--- src/rtl/mc_ctrl_pkg.sv ---
package mc_ctrl_pkg;

   localparam int NUM_ST = 12;
   localparam int ST_W   = 4;

   typedef enum logic [ST_W-1:0] {
      ST_FETCH  = 4'd0,
      ST_DECODE = 4'd1,
      ST_MADDR  = 4'd2,
      ST_MREAD  = 4'd3,
      ST_LDWB   = 4'd4,
      ST_MWRITE = 4'd5,
      ST_REXEC  = 4'd6,
      ST_RWB    = 4'd7,
      ST_BRANCH = 4'd8,
      ST_JUMP   = 4'd9,
      ST_XUND   = 4'd10,
      ST_XOVF   = 4'd11
   } st_e;

   localparam logic [1:0] SRCB_REG  = 2'b00;
   localparam logic [1:0] SRCB_FOUR = 2'b01;
   localparam logic [1:0] SRCB_IMM  = 2'b10;
   localparam logic [1:0] SRCB_OFFS = 2'b11;

   localparam logic [1:0] AOP_ADD  = 2'b00;
   localparam logic [1:0] AOP_SUB  = 2'b01;
   localparam logic [1:0] AOP_FUNC = 2'b10;

   localparam logic [1:0] PCS_ALU = 2'b00;
   localparam logic [1:0] PCS_TGT = 2'b01;
   localparam logic [1:0] PCS_JMP = 2'b10;
   localparam logic [1:0] PCS_VEC = 2'b11;

   typedef struct packed {
      logic       pc_wr;
      logic       pc_wr_cond;
      logic       ior_d;
      logic       mem_rd;
      logic       mem_wr;
      logic       ir_wr;
      logic       mem_to_reg;
      logic       reg_dst;
      logic       reg_wr;
      logic       alu_src_a;
      logic [1:0] alu_src_b;
      logic [1:0] alu_op;
      logic [1:0] pc_src;
      logic       epc_wr;
      logic       cause_wr;
   } ctrl_t;

endpackage

--- src/rtl/mc_ctrl_next.sv ---
module mc_ctrl_next
   import mc_ctrl_pkg::*;
#(
   parameter int OPC_W = 6,
   parameter logic [OPC_W-1:0] OP_LW  = 6'b100011,
   parameter logic [OPC_W-1:0] OP_SW  = 6'b101011,
   parameter logic [OPC_W-1:0] OP_RT  = 6'b000000,
   parameter logic [OPC_W-1:0] OP_BEQ = 6'b000100,
   parameter logic [OPC_W-1:0] OP_J   = 6'b000010
) (
   input  st_e              cur,
   input  logic [OPC_W-1:0] opcode,
   input  logic             alu_ovf,
   output st_e              nxt
);

   logic is_mem;
   assign is_mem = (opcode == OP_LW) || (opcode == OP_SW);

   always_comb begin
      nxt = ST_FETCH;
      case (cur)
         ST_FETCH:  nxt = ST_DECODE;
         ST_DECODE: begin
            if (is_mem)                nxt = ST_MADDR;
            else if (opcode == OP_RT)  nxt = ST_REXEC;
            else if (opcode == OP_BEQ) nxt = ST_BRANCH;
            else if (opcode == OP_J)   nxt = ST_JUMP;
            else                       nxt = ST_XUND;
         end
         ST_MADDR:  nxt = (opcode == OP_LW) ? ST_MREAD : ST_MWRITE;
         ST_MREAD:  nxt = ST_LDWB;
         ST_REXEC:  nxt = alu_ovf ? ST_XOVF : ST_RWB;
         default:   nxt = ST_FETCH;
      endcase
   end

endmodule

--- src/rtl/mc_ctrl_state_reg.sv ---
module mc_ctrl_state_reg
   import mc_ctrl_pkg::*;
#(
   parameter bit ONEHOT = 1'b0
) (
   input  logic clk,
   input  logic rst,
   input  st_e  nxt,
   output st_e  cur
);

   generate
      if (ONEHOT) begin : g_onehot
         logic [NUM_ST-1:0] oh_q;

         always_ff @(posedge clk) begin
            if (rst) oh_q <= NUM_ST'(1) << ST_FETCH;
            else     oh_q <= NUM_ST'(1) << nxt;
         end

         always_comb begin
            cur = ST_FETCH;
            for (int i = 0; i < NUM_ST; i++) begin
               if (oh_q[i]) cur = st_e'(ST_W'(i));
            end
         end
      end else begin : g_binary
         st_e bin_q;

         always_ff @(posedge clk) begin
            if (rst) bin_q <= ST_FETCH;
            else     bin_q <= nxt;
         end

         assign cur = bin_q;
      end
   endgenerate

endmodule

--- src/rtl/mc_ctrl_out_dec.sv ---
module mc_ctrl_out_dec
   import mc_ctrl_pkg::*;
#(
   parameter int                CAUSE_W   = 2,
   parameter int                ADDR_W    = 32,
   parameter logic [ADDR_W-1:0] VEC_UNDEF = 32'hC000_0000,
   parameter logic [ADDR_W-1:0] VEC_OVF   = 32'hC000_0020
) (
   input  st_e                cur,
   output ctrl_t              ctl,
   output logic [CAUSE_W-1:0] cause_val,
   output logic [ADDR_W-1:0]  vec
);

   always_comb begin
      ctl       = '0;
      cause_val = '0;
      vec       = '0;
      case (cur)
         ST_FETCH: begin
            ctl.mem_rd    = 1'b1;
            ctl.ir_wr     = 1'b1;
            ctl.pc_wr     = 1'b1;
            ctl.alu_src_b = SRCB_FOUR;
            ctl.alu_op    = AOP_ADD;
            ctl.pc_src    = PCS_ALU;
         end
         ST_DECODE: begin
            ctl.alu_src_b = SRCB_OFFS;
            ctl.alu_op    = AOP_ADD;
         end
         ST_MADDR: begin
            ctl.alu_src_a = 1'b1;
            ctl.alu_src_b = SRCB_IMM;
            ctl.alu_op    = AOP_ADD;
         end
         ST_MREAD: begin
            ctl.mem_rd = 1'b1;
            ctl.ior_d  = 1'b1;
         end
         ST_LDWB: begin
            ctl.reg_wr     = 1'b1;
            ctl.mem_to_reg = 1'b1;
         end
         ST_MWRITE: begin
            ctl.mem_wr = 1'b1;
            ctl.ior_d  = 1'b1;
         end
         ST_REXEC: begin
            ctl.alu_src_a = 1'b1;
            ctl.alu_src_b = SRCB_REG;
            ctl.alu_op    = AOP_FUNC;
         end
         ST_RWB: begin
            ctl.reg_wr  = 1'b1;
            ctl.reg_dst = 1'b1;
         end
         ST_BRANCH: begin
            ctl.alu_src_a  = 1'b1;
            ctl.alu_src_b  = SRCB_REG;
            ctl.alu_op     = AOP_SUB;
            ctl.pc_src     = PCS_TGT;
            ctl.pc_wr_cond = 1'b1;
         end
         ST_JUMP: begin
            ctl.pc_src = PCS_JMP;
            ctl.pc_wr  = 1'b1;
         end
         ST_XUND, ST_XOVF: begin
            ctl.alu_src_b = SRCB_FOUR;
            ctl.alu_op    = AOP_SUB;
            ctl.epc_wr    = 1'b1;
            ctl.cause_wr  = 1'b1;
            ctl.pc_src    = PCS_VEC;
            ctl.pc_wr     = 1'b1;
            if (cur == ST_XOVF) begin
               cause_val = CAUSE_W'(1);
               vec       = VEC_OVF;
            end else begin
               vec       = VEC_UNDEF;
            end
         end
         default: ;
      endcase
   end

endmodule

--- src/rtl/mc_ctrl_fsm.sv ---
module mc_ctrl_fsm
   import mc_ctrl_pkg::*;
#(
   parameter int                OPC_W        = 6,
   parameter logic [OPC_W-1:0]  OP_LW        = 6'b100011,
   parameter logic [OPC_W-1:0]  OP_SW        = 6'b101011,
   parameter logic [OPC_W-1:0]  OP_RT        = 6'b000000,
   parameter logic [OPC_W-1:0]  OP_BEQ       = 6'b000100,
   parameter logic [OPC_W-1:0]  OP_J         = 6'b000010,
   parameter int                CAUSE_W      = 2,
   parameter int                ADDR_W       = 32,
   parameter logic [ADDR_W-1:0] VEC_UNDEF    = 32'hC000_0000,
   parameter logic [ADDR_W-1:0] VEC_OVF      = 32'hC000_0020,
   parameter bit                STATE_ONEHOT = 1'b0
) (
   input  logic               clk,
   input  logic               rst,
   input  logic [OPC_W-1:0]   opcode,
   input  logic               alu_ovf,
   output logic               pc_wr,
   output logic               pc_wr_cond,
   output logic               ior_d,
   output logic               mem_rd,
   output logic               mem_wr,
   output logic               ir_wr,
   output logic               mem_to_reg,
   output logic               reg_dst,
   output logic               reg_wr,
   output logic               alu_src_a,
   output logic [1:0]         alu_src_b,
   output logic [1:0]         alu_op,
   output logic [1:0]         pc_src,
   output logic               epc_wr,
   output logic               cause_wr,
   output logic [CAUSE_W-1:0] cause_val,
   output logic [ADDR_W-1:0]  exc_vector
);

   // elaboration-time parameter checks
   generate
      if (OPC_W < 3) begin : g_bad_opc_w
         $error("OPC_W too narrow for five distinct opcodes");
      end
      if (OP_LW == OP_SW || OP_LW == OP_RT || OP_LW == OP_BEQ || OP_LW == OP_J ||
          OP_SW == OP_RT || OP_SW == OP_BEQ || OP_SW == OP_J ||
          OP_RT == OP_BEQ || OP_RT == OP_J || OP_BEQ == OP_J) begin : g_bad_opc
         $error("opcode parameters must be distinct");
      end
      if (CAUSE_W < 1) begin : g_bad_cause_w
         $error("CAUSE_W must be at least 1");
      end
      if (ADDR_W < 2) begin : g_bad_addr_w
         $error("ADDR_W must be at least 2");
      end
      if (VEC_UNDEF == VEC_OVF) begin : g_bad_vec
         $error("exception vectors must differ");
      end
   endgenerate

   st_e   cur_st;
   st_e   nxt_st;
   ctrl_t ctl;

   mc_ctrl_next #(
      .OPC_W (OPC_W),
      .OP_LW (OP_LW),
      .OP_SW (OP_SW),
      .OP_RT (OP_RT),
      .OP_BEQ(OP_BEQ),
      .OP_J  (OP_J)
   ) u_next (
      .cur    (cur_st),
      .opcode (opcode),
      .alu_ovf(alu_ovf),
      .nxt    (nxt_st)
   );

   mc_ctrl_state_reg #(
      .ONEHOT(STATE_ONEHOT)
   ) u_state (
      .clk(clk),
      .rst(rst),
      .nxt(nxt_st),
      .cur(cur_st)
   );

   mc_ctrl_out_dec #(
      .CAUSE_W  (CAUSE_W),
      .ADDR_W   (ADDR_W),
      .VEC_UNDEF(VEC_UNDEF),
      .VEC_OVF  (VEC_OVF)
   ) u_dec (
      .cur      (cur_st),
      .ctl      (ctl),
      .cause_val(cause_val),
      .vec      (exc_vector)
   );

   assign pc_wr      = ctl.pc_wr;
   assign pc_wr_cond = ctl.pc_wr_cond;
   assign ior_d      = ctl.ior_d;
   assign mem_rd     = ctl.mem_rd;
   assign mem_wr     = ctl.mem_wr;
   assign ir_wr      = ctl.ir_wr;
   assign mem_to_reg = ctl.mem_to_reg;
   assign reg_dst    = ctl.reg_dst;
   assign reg_wr     = ctl.reg_wr;
   assign alu_src_a  = ctl.alu_src_a;
   assign alu_src_b  = ctl.alu_src_b;
   assign alu_op     = ctl.alu_op;
   assign pc_src     = ctl.pc_src;
   assign epc_wr     = ctl.epc_wr;
   assign cause_wr   = ctl.cause_wr;

endmodule

--- config.mk ---
export PLATFORM = sky130hd
export DESIGN_NAME = mc_ctrl_fsm
export DESIGN_NICKNAME = d
export VERILOG_FILES = /design/src/rtl/mc_ctrl_pkg.sv /design/src/rtl/mc_ctrl_next.sv /design/src/rtl/mc_ctrl_state_reg.sv /design/src/rtl/mc_ctrl_out_dec.sv /design/src/rtl/mc_ctrl_fsm.sv
export SDC_FILE = /design/constraint.sdc
export NUM_CORES = 1
export LEC_CHECK = 0
export CORE_ASPECT_RATIO = 0.9
export CORE_MARGIN = 8
export CORE_UTILIZATION = 29
export CTS_BUF_LIST = sky130_fd_sc_hd__clkbuf_8
export DETAILED_ROUTE_END_ITERATION = 8
export GPL_TIMING_DRIVEN = 1
export PLACE_DENSITY = 0.84
export SYNTH_ARGS = -nofsm -noshare
export SYNTH_HDL_FRONTEND = slang
export SYNTH_SLANG_ARGS = --single-unit
--- constraint.sdc ---
create_clock -name clk -period 1.45 [get_ports clk]
set_input_delay 0.29 -clock clk [delete_from_list [all_inputs] [get_ports clk]]
set_output_delay 0.29 -clock clk [all_outputs]
set_load 0.02 [all_outputs]
==> results.py <==
metrics = {
    "die": {
        "rows": 17,
        "die_area_sq_mm": 0.004218,
        "core_sq_mm": 0.002361,
        "die_height_um": 62.42,
        "start_util": 0.2941,
        "pin_count": 61,
        "die_x_um": 67.58,
    },
    "outcome": {
        "status": "finished, violations left",
        "failed_checks": "setup timing",
    },
    "worst_setup_path": {
        "worst-r2r-cell-count": 4,
        "end_kind": "flip-flop",
        "slowest_delay_ns": 0.54,
        "cp_max_fo": 2,
        "crit_path_start_kind": "flip-flop",
        "timing.rr.start": "u_state.cur[2]",
        "cp-startpoint": "u_state.cur[2]",
        "cpMaxStageDelayCell": "or4b_4",
        "path_cells": "buf_6, or4b_4, or4b_1, a21boi_1",
        "required_ns": 1.58,
        "rrSetupSlack_ns": -0.24,
        "critical_path.reg2reg.endpoint": "u_state.cur[0]",
        "worstSetupPathType": "reg -> reg",
        "cp.arrival_ns": 1.82,
    },
    "sta": {
        "fin_hold_ws_ns": 0.5412,
        "setup_ws_ns": -0.2385,
        "fin_skew_ns": 0.002661,
        "period_needed_ns": 1.689,
        "drv_slew": 0,
        "max_freq_ghz": 0.5922,
        "fin_crit_sh": 1.164,
        "setup_violations": 21,
        "rsz0062_at_grt": "true",
        "hold_viol": 0,
    },
    "final_layout": {
        "fin_nets": 164,
        "layout.cells.non_filler": 181,
        "drive_gt1_frac": 0.6209,
        "synthToLayoutAreaGrowth_pct": 111.2,
        "diodes": 0,
        "n_fill_cell": 189,
        "multi_input_area_sq_um": 666.9,
        "regArea_sq_um": 90.09,
        "largest_reg_flops": 4,
    },
    "logic_synthesis": {
        "yosys.area.top_type": "buf_4",
        "ys_async_sr_fraction": 0,
        "yosysMostFrequentCell": "buf_4",
        "synth_top_area_frac": 0.3784,
        "yosysSeqAreaShare": 0.1153,
        "syn_area_sq_um": 694.4,
        "syn_area_per_cell_sq_um": 7.159,
        "synth.area.top_cells": "buf_4 38%, dfxtp_1 12%, nor2_1 7.0%",
        "yosys_warnings": 0,
        "synth-edff-count": 0,
        "yosysUniqueCellTypes": 28,
        "synth_seq_cells": 4,
        "synth_top_cells_by_count": "35 x buf_4, 13 x nor2_1, 5 x a21oi_1, 4 x dfxtp_1",
        "ys.flop_type": "dfxtp_1",
        "synthCells": 97,
    },
    "power_and_ir_drop": {
        "leakage_nw": 0.6791,
        "worst_ir_drop_vdd_v": 0.0006867,
        "p_per_area_mw_per_mm2": 793.5,
        "power.total_mw": 1.164,
    },
    "clocking": {
        "clk_pin_slew_ns": 0.03,
        "cts-root-buf": "clkbuf_8",
        "cts.sinks": 4,
        "clockBufferDepth": 2,
        "clock_latency_ns": 0.21,
        "htree_num_levels": 1,
        "cts_tree": "built",
        "numCtsBuffers": 3,
    },
    "place": {
        "portBuffers": 30,
        "dp.cells": 163,
        "place_worst_setup_slack_ns": -0.3439,
        "gp_congestion": 0.7311,
        "hpwl_um": 1678,
    },
    "global_route": {
        "grt_max_degree": 7,
        "grt_pass1_vias": 799,
        "grt_use_total": 0.09929,
        "grt.overflow.total": 0,
        "antenna_found_initial": 0,
        "grt_pass1_wl_um": 3450,
    },
    "hold_path": {
        "hp-start": "opcode[4]",
        "hold_depth": 4,
        "hold_class": "in -> reg",
        "min_to": "u_state.cur[0]",
    },
    "run": {
        "cap_violations": 0,
    },
    "drt": {
        "wirelength_um": 2545,
        "vias_per_cell": 4.425,
        "first_pass_iters": 4,
        "drtIter0Drc": 35,
        "drc": 0,
        "ant_nets": 0,
        "wl_per_cell_um": 14.06,
        "vias": 801,
    },
}
layer usage:
metal	global-route usage	share of wire
met4	0.04178	0.018
met3	0.04480	0.11
met1	0.09568	0.32
met2	0.1740	0.55
met5	0	0
final cells by class:
type,count,share of cell area
clock buffers,3,0.02816
inverters,3,0.009386
repair buffers,63,0.4224
well taps,28,0.02389
multi-input cells,80,0.4548
flip-flops and latches,4,0.06143
critical path: cells and delay by family, from the launching register on:
kind                   cells  cell delay [ns]
flip-flops                 1             0.32
buffers and inverters      1             0.11
AND/OR/NAND/NOR            2             1.03
AO/OA/AOI/OAI              1             0.14
worst max-delay path by stage:
stage	endpoint	cells after the start
finish	u_state.cur[0]	4
global route	u_state.cur[0]	4
CTS	u_state.cur[0]	4
detailed placement	alu_src_b[1]	3
floorplan	exc_vector[5]	5
global placement	alu_src_a	4
per-stage QoR:
stage	area [sq um]	util	setup TNS, ns
floorplan	847.1	-	-0.1938
global placement	1033	0.4377	-5.799
detailed placement	1033	0.4377	-6.489
CTS	1140	0.4828	-1.304
global route	1466	0.6211	-2.606
finish	1466	0.6211	-1.557
report_power, final:
| group | internal, mW | switching [mW] |
|---|---|---|
| Combinational | 0.380 | 0.413 |
| Sequential | 0.126 | 0.0155 |
| Clock | 0.177 | 0.0523 |
kinds of logic (layout without fill, tap and decap cells):
kind of cell,after synthesis,after routing,share of synthesized area
simple gates,31,31,0.2505
mux,1,1,0.01622
compound gates,13,13,0.1333
buf+inv,42,69,0.4162
other cells,1,30,0.005400
flops,4,4,0.1153
xor+xnor,5,5,0.06307
placed cells by master (no fill, tap or decap), drive strengths merged:
cell type,instances
dfxtp,4
nor3,3
or3b,1
a32o,1
a311o,1
a221oi,1
inv,3
xor2,3
clkbuf,3
nor4,2
a21oi,5
a211o,1
xnor2,2
clkdlybuf4s50,7
or2,1
and4b,1
mux2,1
nor2,13
nand2,2
nor3b,3
a21boi,1
conb,30
nand2b,3
buf,55
o31ai,2
o21a,1
dlymetal6s2s,1
or4b,2
repair_timing:
item                                    CTS  global route
endpoints found under the setup margin   26            25
hold buffers                              0             0
gates cloned                              0             0
hold endpoints to repair                  0             0
setup buffers                             7             9
gates resized for setup                 128            65
pin swaps                                 4            15
(Power assumes the default switching activity.)
